File: src/rtl/ddr_seq_pkg.sv
package ddr_seq_pkg;

  typedef enum logic [2:0] {
    CMD_LMR = 3'b000,
    CMD_REF = 3'b001,
    CMD_PRE = 3'b010,
    CMD_ACT = 3'b011,
    CMD_WR  = 3'b100,
    CMD_RD  = 3'b101,
    CMD_NOP = 3'b111
  } ddr_cmd_e;

  typedef enum logic [2:0] {
    ST_INIT_WAIT,
    ST_INIT_SEQ,
    ST_IDLE,
    ST_ACT,
    ST_RW,
    ST_REF
  } seq_st_e;

  localparam int BURST_CYC = 2;  // burst of 4 at double rate
  localparam int WR_LAT    = 1;

  function automatic int max_of(input int a, input int b);
    return (a > b) ? a : b;
  endfunction

endpackage

File: src/rtl/ddr_ref_timer.sv
module ddr_ref_timer #(
  parameter int T_REF = 780
) (
  input  logic clk_i,
  input  logic rst_ni,
  input  logic en_i,
  output logic tick_o
);
  localparam int CW = $clog2(T_REF + 1);

  logic [CW-1:0] cnt_q;

  always_ff @(posedge clk_i or negedge rst_ni) begin
    if (!rst_ni) begin
      cnt_q  <= '0;
      tick_o <= 1'b0;
    end else begin
      tick_o <= 1'b0;
      if (en_i) begin
        if (cnt_q == CW'(T_REF - 1)) begin
          cnt_q  <= '0;
          tick_o <= 1'b1;
        end else begin
          cnt_q <= cnt_q + 1'b1;
        end
      end
    end
  end
endmodule

File: src/rtl/ddr_bank_rows.sv
module ddr_bank_rows #(
  parameter int BANK_W = 2,
  parameter int ROW_W  = 13
) (
  input  logic                          clk_i,
  input  logic                          rst_ni,
  input  logic                          act_i,
  input  logic                          pre_i,
  input  logic                          pre_all_i,
  input  logic [BANK_W-1:0]             bank_i,
  input  logic [ROW_W-1:0]              row_i,
  output logic [(1<<BANK_W)-1:0]        open_o,
  output logic [(1<<BANK_W)-1:0][ROW_W-1:0] rows_o
);
  localparam int NB = 1 << BANK_W;

  for (genvar b = 0; b < NB; b++) begin : g_bank
    logic sel;
    assign sel = (bank_i == BANK_W'(b));

    always_ff @(posedge clk_i or negedge rst_ni) begin
      if (!rst_ni) begin
        open_o[b] <= 1'b0;
        rows_o[b] <= '0;
      end else if (pre_all_i || (pre_i && sel)) begin
        open_o[b] <= 1'b0;
      end else if (act_i && sel) begin
        open_o[b] <= 1'b1;
        rows_o[b] <= row_i;
      end
    end
  end
endmodule

File: src/rtl/ddr_dp_strobe.sv
module ddr_dp_strobe #(
  parameter int LAT   = 3,
  parameter int BURST = 2
) (
  input  logic clk_i,
  input  logic rst_ni,
  input  logic issue_i,
  output logic en_o
);
  localparam int DEPTH = LAT + BURST - 1;

  logic [DEPTH-1:0] dly_q;

  always_ff @(posedge clk_i or negedge rst_ni) begin
    if (!rst_ni) dly_q <= '0;
    else         dly_q <= {dly_q[DEPTH-2:0], issue_i};
  end

  // window of BURST taps ending at the deepest stage
  assign en_o = |dly_q[DEPTH-1:LAT-1];
endmodule

File: src/rtl/ddr_cmd_seq.sv
module ddr_cmd_seq
  import ddr_seq_pkg::*;
#(
  parameter int BANK_W  = 2,
  parameter int ROW_W   = 13,
  parameter int COL_W   = 10,
  parameter int T_INIT  = 200,
  parameter int T_RP    = 3,
  parameter int T_RCD   = 3,
  parameter int T_RFC   = 10,
  parameter int T_MRD   = 2,
  parameter int T_REF   = 780,
  parameter int CAS_LAT = 3
) (
  input  logic              clk_i,
  input  logic              rst_ni,
  input  logic              fifo_empty_i,
  input  logic              fifo_wr_i,
  input  logic [BANK_W-1:0] fifo_bank_i,
  input  logic [ROW_W-1:0]  fifo_row_i,
  input  logic [COL_W-1:0]  fifo_col_i,
  output logic              fifo_pop_o,
  output logic              ddr_ras_n_o,
  output logic              ddr_cas_n_o,
  output logic              ddr_we_n_o,
  output logic [BANK_W-1:0] ddr_ba_o,
  output logic [ROW_W-1:0]  ddr_addr_o,
  output logic              wr_en_o,
  output logic              rd_en_o
);
  localparam int NB     = 1 << BANK_W;
  localparam int MAX_T  = max_of(max_of(T_INIT, T_RFC), max_of(max_of(T_RP, T_RCD), T_MRD));
  localparam int CNT_W  = $clog2(MAX_T + 1) + 1;
  localparam int AP_BIT = 10;

  seq_st_e           state_q, state_d;
  logic [2:0]        step_q, step_d;
  logic [CNT_W-1:0]  wait_q, wait_d;
  ddr_cmd_e          cmd_q, cmd_d;
  logic [BANK_W-1:0] ba_q, ba_d;
  logic [ROW_W-1:0]  addr_q, addr_d;
  logic              init_done_q, init_done_d;
  logic              ref_pend_q, ref_clr, ref_tick;
  logic              latch_req;
  logic              req_wr_q;
  logic [BANK_W-1:0] req_bank_q;
  logic [ROW_W-1:0]  req_row_q;
  logic [COL_W-1:0]  req_col_q;

  logic [NB-1:0]            bank_open;
  logic [NB-1:0][ROW_W-1:0] bank_row;
  logic                     head_open, head_hit, ready;

  function automatic logic [ROW_W-1:0] mode_word(input logic dll_rst);
    return ROW_W'({dll_rst, 1'b0, 3'(CAS_LAT), 1'b0, 3'b010});
  endfunction

  assign head_open  = bank_open[fifo_bank_i];
  assign head_hit   = head_open && (bank_row[fifo_bank_i] == fifo_row_i);
  assign ready      = (state_q == ST_IDLE) && (wait_q == '0);
  assign fifo_pop_o = ready && !ref_pend_q && !fifo_empty_i;

  always_comb begin
    state_d     = state_q;
    step_d      = step_q;
    wait_d      = wait_q;
    cmd_d       = CMD_NOP;
    ba_d        = '0;
    addr_d      = '0;
    init_done_d = init_done_q;
    ref_clr     = 1'b0;
    latch_req   = 1'b0;
    if (wait_q != '0) begin
      wait_d = wait_q - 1'b1;
    end else begin
      unique case (state_q)
        ST_INIT_WAIT: begin
          state_d = ST_INIT_SEQ;
          step_d  = '0;
        end
        ST_INIT_SEQ: begin
          step_d = step_q + 1'b1;
          case (step_q)
            3'd0, 3'd3: begin
              cmd_d          = CMD_PRE;
              addr_d[AP_BIT] = 1'b1;
              wait_d         = CNT_W'(T_RP - 1);
            end
            3'd1: begin
              cmd_d  = CMD_LMR;
              ba_d   = BANK_W'(1);
              wait_d = CNT_W'(T_MRD - 1);
            end
            3'd2: begin
              cmd_d  = CMD_LMR;
              addr_d = mode_word(1'b1);
              wait_d = CNT_W'(T_MRD - 1);
            end
            3'd4, 3'd5: begin
              cmd_d  = CMD_REF;
              wait_d = CNT_W'(T_RFC - 1);
            end
            default: begin
              cmd_d       = CMD_LMR;
              addr_d      = mode_word(1'b0);
              wait_d      = CNT_W'(T_MRD - 1);
              state_d     = ST_IDLE;
              init_done_d = 1'b1;
            end
          endcase
        end
        ST_IDLE: begin
          if (ref_pend_q) begin
            cmd_d          = CMD_PRE;
            addr_d[AP_BIT] = 1'b1;
            wait_d         = CNT_W'(T_RP - 1);
            state_d        = ST_REF;
          end else if (!fifo_empty_i) begin
            latch_req = 1'b1;
            ba_d      = fifo_bank_i;
            if (head_hit) begin
              cmd_d  = fifo_wr_i ? CMD_WR : CMD_RD;
              addr_d = ROW_W'(fifo_col_i);
              wait_d = CNT_W'(BURST_CYC - 1);
            end else if (head_open) begin
              cmd_d   = CMD_PRE;
              wait_d  = CNT_W'(T_RP - 1);
              state_d = ST_ACT;
            end else begin
              cmd_d   = CMD_ACT;
              addr_d  = fifo_row_i;
              wait_d  = CNT_W'(T_RCD - 1);
              state_d = ST_RW;
            end
          end
        end
        ST_ACT: begin
          cmd_d   = CMD_ACT;
          ba_d    = req_bank_q;
          addr_d  = req_row_q;
          wait_d  = CNT_W'(T_RCD - 1);
          state_d = ST_RW;
        end
        ST_RW: begin
          cmd_d   = req_wr_q ? CMD_WR : CMD_RD;
          ba_d    = req_bank_q;
          addr_d  = ROW_W'(req_col_q);
          wait_d  = CNT_W'(BURST_CYC - 1);
          state_d = ST_IDLE;
        end
        ST_REF: begin
          cmd_d   = CMD_REF;
          wait_d  = CNT_W'(T_RFC - 1);
          ref_clr = 1'b1;
          state_d = ST_IDLE;
        end
        default: state_d = ST_IDLE;
      endcase
    end
  end

  always_ff @(posedge clk_i or negedge rst_ni) begin
    if (!rst_ni) begin
      state_q     <= ST_INIT_WAIT;
      step_q      <= '0;
      wait_q      <= CNT_W'(T_INIT);
      cmd_q       <= CMD_NOP;
      ba_q        <= '0;
      addr_q      <= '0;
      init_done_q <= 1'b0;
    end else begin
      state_q     <= state_d;
      step_q      <= step_d;
      wait_q      <= wait_d;
      cmd_q       <= cmd_d;
      ba_q        <= ba_d;
      addr_q      <= addr_d;
      init_done_q <= init_done_d;
    end
  end

  always_ff @(posedge clk_i or negedge rst_ni) begin
    if (!rst_ni) begin
      req_wr_q   <= 1'b0;
      req_bank_q <= '0;
      req_row_q  <= '0;
      req_col_q  <= '0;
    end else if (latch_req) begin
      req_wr_q   <= fifo_wr_i;
      req_bank_q <= fifo_bank_i;
      req_row_q  <= fifo_row_i;
      req_col_q  <= fifo_col_i;
    end
  end

  // a tick while a refresh is being issued wins over the clear
  always_ff @(posedge clk_i or negedge rst_ni) begin
    if (!rst_ni)       ref_pend_q <= 1'b0;
    else if (ref_tick) ref_pend_q <= 1'b1;
    else if (ref_clr)  ref_pend_q <= 1'b0;
  end

  ddr_ref_timer #(.T_REF(T_REF)) u_ref_timer (
    .clk_i  (clk_i),
    .rst_ni (rst_ni),
    .en_i   (init_done_q),
    .tick_o (ref_tick)
  );

  // tracker follows the registered bus; decisions trail commands by at least one cycle
  ddr_bank_rows #(.BANK_W(BANK_W), .ROW_W(ROW_W)) u_bank_rows (
    .clk_i     (clk_i),
    .rst_ni    (rst_ni),
    .act_i     (cmd_q == CMD_ACT),
    .pre_i     (cmd_q == CMD_PRE),
    .pre_all_i ((cmd_q == CMD_PRE) && addr_q[AP_BIT]),
    .bank_i    (ba_q),
    .row_i     (addr_q),
    .open_o    (bank_open),
    .rows_o    (bank_row)
  );

  ddr_dp_strobe #(.LAT(WR_LAT), .BURST(BURST_CYC)) u_wr_strobe (
    .clk_i   (clk_i),
    .rst_ni  (rst_ni),
    .issue_i (cmd_q == CMD_WR),
    .en_o    (wr_en_o)
  );

  ddr_dp_strobe #(.LAT(CAS_LAT), .BURST(BURST_CYC)) u_rd_strobe (
    .clk_i   (clk_i),
    .rst_ni  (rst_ni),
    .issue_i (cmd_q == CMD_RD),
    .en_o    (rd_en_o)
  );

  assign ddr_ras_n_o = cmd_q[2];
  assign ddr_cas_n_o = cmd_q[1];
  assign ddr_we_n_o  = cmd_q[0];
  assign ddr_ba_o    = ba_q;
  assign ddr_addr_o  = addr_q;

endmodule

File: config.mk
export PLATFORM = sky130hd
export DESIGN_NAME = ddr_cmd_seq
export DESIGN_NICKNAME = d
export VERILOG_FILES = /design/src/rtl/ddr_seq_pkg.sv /design/src/rtl/ddr_ref_timer.sv /design/src/rtl/ddr_bank_rows.sv /design/src/rtl/ddr_dp_strobe.sv /design/src/rtl/ddr_cmd_seq.sv
export SDC_FILE = /design/constraint.sdc
export NUM_CORES = 1
export LEC_CHECK = 0
export ABC_AREA = 1
export CORE_ASPECT_RATIO = 0.8
export CORE_MARGIN = 2
export CORE_UTILIZATION = 50
export DETAILED_ROUTE_END_ITERATION = 8
export HOLD_SLACK_MARGIN = 0.03
export PLACE_DENSITY_LB_ADDON = 0.2
export SLEW_MARGIN = 20
export SYNTH_ARGS = -nofsm -noshare
export SYNTH_HDL_FRONTEND = slang
export SYNTH_HIERARCHICAL = 1
export SYNTH_SLANG_ARGS = --single-unit
File: constraint.sdc
create_clock -name clk_i -period 2.3 [get_ports clk_i]
set_input_delay 0.69 -clock clk_i [delete_from_list [all_inputs] [get_ports clk_i]]
set_output_delay 0.69 -clock clk_i [all_outputs]
set_load 0.01 [all_outputs]
Word-level counts from Yosys, hierarchy flattened
Index checks and enable logic that the tools add are counted.
{ "totals": {"register_bits": 134, "output_inout_bits": 21} }
{ "classes": {"add_sub_neg": 3, "magnitude_cmp": 1, "eq_ne": 23, "mux": 60, "n_bitwise": 6, "n_reduce_logical": 46} }
{ "op_table": {"columns": ["operator", "count"], "rows": [
  ["$mux W13", 5],
  ["$pmux W13 S4", 1],
  ["$pmux W9 S5", 1],
  ["$mux W3", 9],
  ["$mux W9", 3],
  ["$bmux W13 S2", 1],
  ["$mux W1", 25],
  ["$mux W10", 2],
  ["$eq A3 B2 Y1 const B", 6],
  ["$eq A3 B3 Y1 const B", 6],
  ["$pmux W9 S2", 1],
  ["$pmux W3 S5", 1],
  ["$eq A13 B13 Y1", 1],
  ["$logic_and A1 B1 Y1", 13],
  ["$pmux W3 S4", 1],
  ["$reduce_and A2 Y1", 6],
  ["$reduce_bool A2 Y1", 6],
  ["$add A10 B1 Y10 const B", 1],
  ["$eq A10 B10 Y1 const B", 1],
  ["$mux W2", 5],
  ["$reduce_or A2 Y1", 5],
  ["$logic_not A9 Y1", 1],
  ["$reduce_bool A9 Y1", 1],
  ["$sub A9 B1 Y9 const B", 1],
  ["other kinds (23)", 36]
]} }

Depth between registers and ports, before layout
{ "logic_depth": {"ltp_word": 9, "mapped_depth": 16, "depth_no_buf": 14} }

Modules after synthesis
The synthesis kept the hierarchy.
{ "modules_own_cells": {"columns": ["module", "instances", "cells_per_inst", "area_each_um2", "seq_area_each_um2"], "rows": [
  ["ddr_cmd_seq", 1, 570, 3992.6, 1534.0],
  ["ddr_bank_rows", 1, 263, 2386.0, 1401.3],
  ["ddr_ref_timer", 1, 82, 631.9, 275.3],
  ["ddr_dp_strobe at u_rd_strobe", 1, 7, 111.4, 100.1],
  ["ddr_dp_strobe at u_wr_strobe", 1, 5, 61.3, 50.0]
]} }

Worst setup path before layout
No wires, ideal clock.
{ "synth_path": {"path_kind": "register to output", "startpoint": "register state_q[2]", "endpoint": "output port fifo_pop_o", "arrival_ns": 1.373, "required_ns": 1.610, "slack_ns": 0.237, "stages_incl_launch_ff": 8, "path_buffers": 2, "path_cell_list": "dfrtp_1 > buf_2 > nor2_2 > inv_2 > nor2_4 > nand2_2 > nor3_2 > buf_2"} }
{ "synth_between": {"elab_chain_cells": 4} }
{ "synth_lines": {"columns": ["item", "line_no", "source"], "rows": [
  ["start: declaration", "ddr_cmd_seq.sv:36", "seq_st_e state_q, state_d;"],
  ["start signal: assignment", "ddr_cmd_seq.sv:172", "state_q <= state_d;"],
  ["$eq A3 B2 Y1", "ddr_cmd_seq.sv:60", "assign ready = (state_q == ST_IDLE) && (wait_q == '0);"],
  ["$logic_and A1 B1 Y1", "ddr_cmd_seq.sv:60", null],
  ["$logic_and A1 B1 Y1 (2 in a row)", "ddr_cmd_seq.sv:61", "assign fifo_pop_o = ready && !ref_pend_q && !fifo_empty_i;"],
  ["end: declaration", "ddr_cmd_seq.sv:22", "output logic fifo_pop_o,"]
]} }
Every way passes these cells.

Worst setup path in the final report
{ "layout_path": {"startpoint": "input port fifo_empty_i", "endpoint": "output port fifo_pop_o"} }
{ "layout_between": {"elab_chain_cells": 2} }
{ "layout_lines": {"columns": ["item", "line_no", "source"], "rows": [
  ["start: declaration", "ddr_cmd_seq.sv:17", "input logic fifo_empty_i,"],
  ["$logic_not A1 Y1", null, null],
  ["$logic_and A1 B1 Y1", "ddr_cmd_seq.sv:61", null]
]} }
Every way passes these cells.

==> run summary <==
Global route
- 40 — maximum number of pins on one net before global-route repair
- 6356 — number of global-route vias before repair
- 34100 microns — first-pass GRT wire length
- 0 — antenna violations before repair
- 28.1% — Overall Global Routing Usage
- 0 — total gr overflow

Worst setup path
- primary input — startpoint class of the critical path
- 0.48 ns — critical path's largest stage delay
- primary input to output pin — type of the worst setup path
- clkdlybuf4s50_1 > nor3_4 > buf_2 — worst path cell trace
- sky130_fd_sc_hd__clkdlybuf4s50_1 — Critical Path Slowest Stage Cell
- 2 — biggest fanout along the worst timing path
- 2 — total buffers and inverters traversed by the critical path
- 1.61 ns — worst endpoint required time
- 1.56 ns — data arrival time at the worst-slack endpoint
- buffers and inverters — cell family with most CP delay
- output pin — type of element capturing the critical path

CTS
- sky130_fd_sc_hd__clkbuf_16 — Root Buffer Master
- 17 — number of clock buffers inserted by TritonCTS
- 2 — Longest Clk Path Bufs
- yes — clock tree from TritonCTS
- 0 — number of buffers added to fix hold violations after cts
- 4 — CTS H-tree depth
- 0.06 ns — register clock-pin slew on the reported worst setup and hold paths
- 134 — number of sinks on the clock net
- 0.42 ns — worst-skew pair later-pin latency

Floorplan
- 15300 sq um — DIE AREA
- 111 microns — die height
- 138 microns — chip width
- 50 — Boundary Pins
- 39 — number of cell rows
- 14200 sq um — Core Footprint
- 50.8% — effective utilization at floorplan

Logic synthesis
- 963 — Net Count, Synth
- 46.8% — share of the yosys chip area belonging to registers
- 6 — number of synthesis warnings
- 44.6% — area share of the leading cell type in the synthesized netlist
- 7.75 sq um — mean area per synthesized cell
- 0 — Post-synth EDFFs
- 7180 sq um — Cell Area, Synth
- sky130_fd_sc_hd__nand2_1 — cell with the most instances after synthesis
- sky130_fd_sc_hd__nand2_1 (345), sky130_fd_sc_hd__dfrtp_1 (128), sky130_fd_sc_hd__nand3_1 (87) — top cells by instance count after synthesis
- 100% — fraction of registers with async set/reset
- 134 — post-synthesis register bit count
- sky130_fd_sc_hd__dfrtp_1 — Top FF cell, synth
- sky130_fd_sc_hd__dfrtp_1 (45%), sky130_fd_sc_hd__nand2_1 (18%), sky130_fd_sc_hd__nand3_1 (6.1%), sky130_fd_sc_hd__nand4_1 (5.0%), sky130_fd_sc_hd__inv_1 (3.7%) — biggest area contributors in the synthesized netlist
- sky130_fd_sc_hd__dfrtp_1 — post-synth top area cell
- 927 — synthesized instance count
- 43 — count of different cell masters after synthesis

Placed design
- 49 — Port Buf Inserts
- -0.449 ns — post-place setup slack
- 8200 sq um — placement-stage cell area
- 14500 microns — post-detailed-placement half-perimeter wirelength
- 1184 — number of cells in the design after placement
- 0.960 — gp weighted congestion

Run
- 0 — max-cap violation count

Min path
- primary input to async pin — Hold Crit Class

Route
- 672 — First DRT Iteration DRCs
- 8 — count of TritonRoute iterations in the first routing pass
- 5.51 — ratio of routed vias to standard cells
- 0 — drt drc
- 20400 microns — WL final
- 16.7 microns — average wire length per cell after detail routing
- 6736 — number of vias in the routed layout
- 0 — Antenna Nets Post-Route

STA
- yes — RSZ-0062 raised after global routing
- 57.4% — max_slew headroom
- 0.637 ns — slew at the pin closest to its max-slew limit
- 0.0104 ns — clock skew after layout
- 0.174 ns — hold slack final
- 2.25 ns — Tmin final
- 97.7% — crit share post-route
- 0 — final hold viol count
- 445 MHz — upper clock frequency limit
- 0 — max-slew violation count
- 0.0520 ns — setup slack after layout
- 0 ns — Setup Total Neg Slack
- 0 — final-report setup violation count

Power
- 0.634 mV — worst IR drop on VDD
- 4.55 nW — Static Leakage
- 644 nW/um^2 — power per cell area
- 5.77 mW — post-layout power

Final layout
- 1223 — Finished Layout Cells
- 1062 — net count reported at finish
- 8970 sq um — post-route cell area
- 18.0% — fraction of layout instances using a drive strength above 1
- 1238 — number of filler cells placed in the layout
- 0 — n_diodes
- 63.4% — Finished Core Util
- 24.8% — Area growth, synth to finish

Run status
- completed — result of the run

-- state kept, by name, indices dropped and copies added (netlist names) --
| signal | count |
|---|---|
| req_bank_q | 2 |
| u_ref_timer/cnt_q | 10 |
| ddr_addr_o | 13 |
| cmd_q | 3 |
| u_rd_strobe/dly_q | 4 |
| req_col_q | 10 |
| u_wr_strobe/dly_q | 2 |
| state_q | 3 |
| u_bank_rows/open_o | 4 |
| u_bank_rows/rows_o | 52 |
| init_done_q | 1 |
| u_ref_timer/tick_o | 1 |
| req_wr_q | 1 |
| step_q | 3 |
| ddr_ba_o | 2 |
| req_row_q | 13 |
| wait_q | 9 |
| ref_pend_q | 1 |
-- final timing paths --
path                            depth (start not counted)                      to  slack [ns]                  from
worst max-delay path                                    3              fifo_pop_o        0.05          fifo_empty_i
worst min-delay path                                    1  u_bank_rows/rows_o[32]        0.17                rst_ni
worst max register to register                         10               step_q[2]        0.26             wait_q[0]
worst min register to register                          0    u_rd_strobe/dly_q[1]        0.35  u_rd_strobe/dly_q[0]
max in group asynchronous                               2                cmd_q[0]        1.46                rst_ni
min in group clk_i                                      0    u_rd_strobe/dly_q[1]        0.35  u_rd_strobe/dly_q[0]
-- power by group --
group | internal, mW | leakage, nW | switching, mW
logic | 0.117 | 2.40 | 0.174
clock network | 2.06 | 0.323 | 1.05
registers | 2.37 | 1.83 | 0.00588
total | 4.54 | 4.55 | 1.23
-- placed cells by master, fill, tap and decap left out, types with 3 or more instances in the layout --
cell                              instances
sky130_fd_sc_hd__nand3_1                 86
sky130_fd_sc_hd__nor2_1                  43
sky130_fd_sc_hd__nand4_1                 57
sky130_fd_sc_hd__nor3_1                  10
sky130_fd_sc_hd__dfrtp_1                126
sky130_fd_sc_hd__o211ai_2                 8
sky130_fd_sc_hd__o21ai_0                 23
sky130_fd_sc_hd__nand2_1                343
sky130_fd_sc_hd__clkbuf_16               17
sky130_fd_sc_hd__nor2_4                   9
sky130_fd_sc_hd__ha_1                     6
sky130_fd_sc_hd__a21oi_2                  6
sky130_fd_sc_hd__inv_1                   67
sky130_fd_sc_hd__a21oi_1                 17
sky130_fd_sc_hd__inv_2                   20
sky130_fd_sc_hd__xor2_1                   3
sky130_fd_sc_hd__dfstp_2                  6
sky130_fd_sc_hd__nand2_2                  9
sky130_fd_sc_hd__bufinv_16                6
sky130_fd_sc_hd__nand3_2                  6
sky130_fd_sc_hd__clkinv_2                 3
sky130_fd_sc_hd__clkdlybuf4s50_1         45
sky130_fd_sc_hd__buf_12                   6
sky130_fd_sc_hd__buf_4                   63
sky130_fd_sc_hd__o21ai_1                  9
sky130_fd_sc_hd__nor2_2                  11
-- kinds of logic (layout without fill, tap and decap cells) --
family	count (synthesis)	count (layout)	share of synthesized area, %
AO/OA/AOI/OAI	73	73	6.62
XOR/XNOR	4	4	0.488
adder cells (fa/ha/maj)	7	7	1.22
buffers and inverters	126	238	8.10
flip-flops	134	134	46.8
AND/OR/NAND/NOR	583	583	36.8
-- final cells by class --
type	instances	area [sq um]	area share, %
clock inverter	13	228	2.54
tap	184	230	2.57
timing repair buffer	119	1100	12.2
inverter	87	327	3.64
multi-input combinational	667	3280	36.6
sequential	134	3360	37.5
clock buffer	19	443	4.94
-- worst register-to-register path: cells and delay by family, from the launching register on --
kind,cells,cell delay [ns]
buffers and inverters,4,0.49
AND/OR/NAND/NOR,4,0.71
flip-flops,1,0.40
AO/OA/AOI/OAI,1,0.22
adder cells (fa/ha/maj),1,0.13
-- metal layers --
metal | track usage, % | vias to the layer above | part of all wire, %
met1 | 44.0 | 3205 | 48
met5 | 0 | - | 0
met3 | 6.78 | 30 | 8.3
met4 | 7.62 | 0 | 1.9
met2 | 38.7 | 282 | 42
li1 | - | 3219 | -
-- timing repair --
action / 4_1_cts / 5_1_grt
pin swaps: 4 / 2
endpoints found under the setup margin: 5 / 21
gates resized for setup: 12 / 9
setup buffers: 6 / 1
No activity file was read; power rests on OpenSTA's default activity.
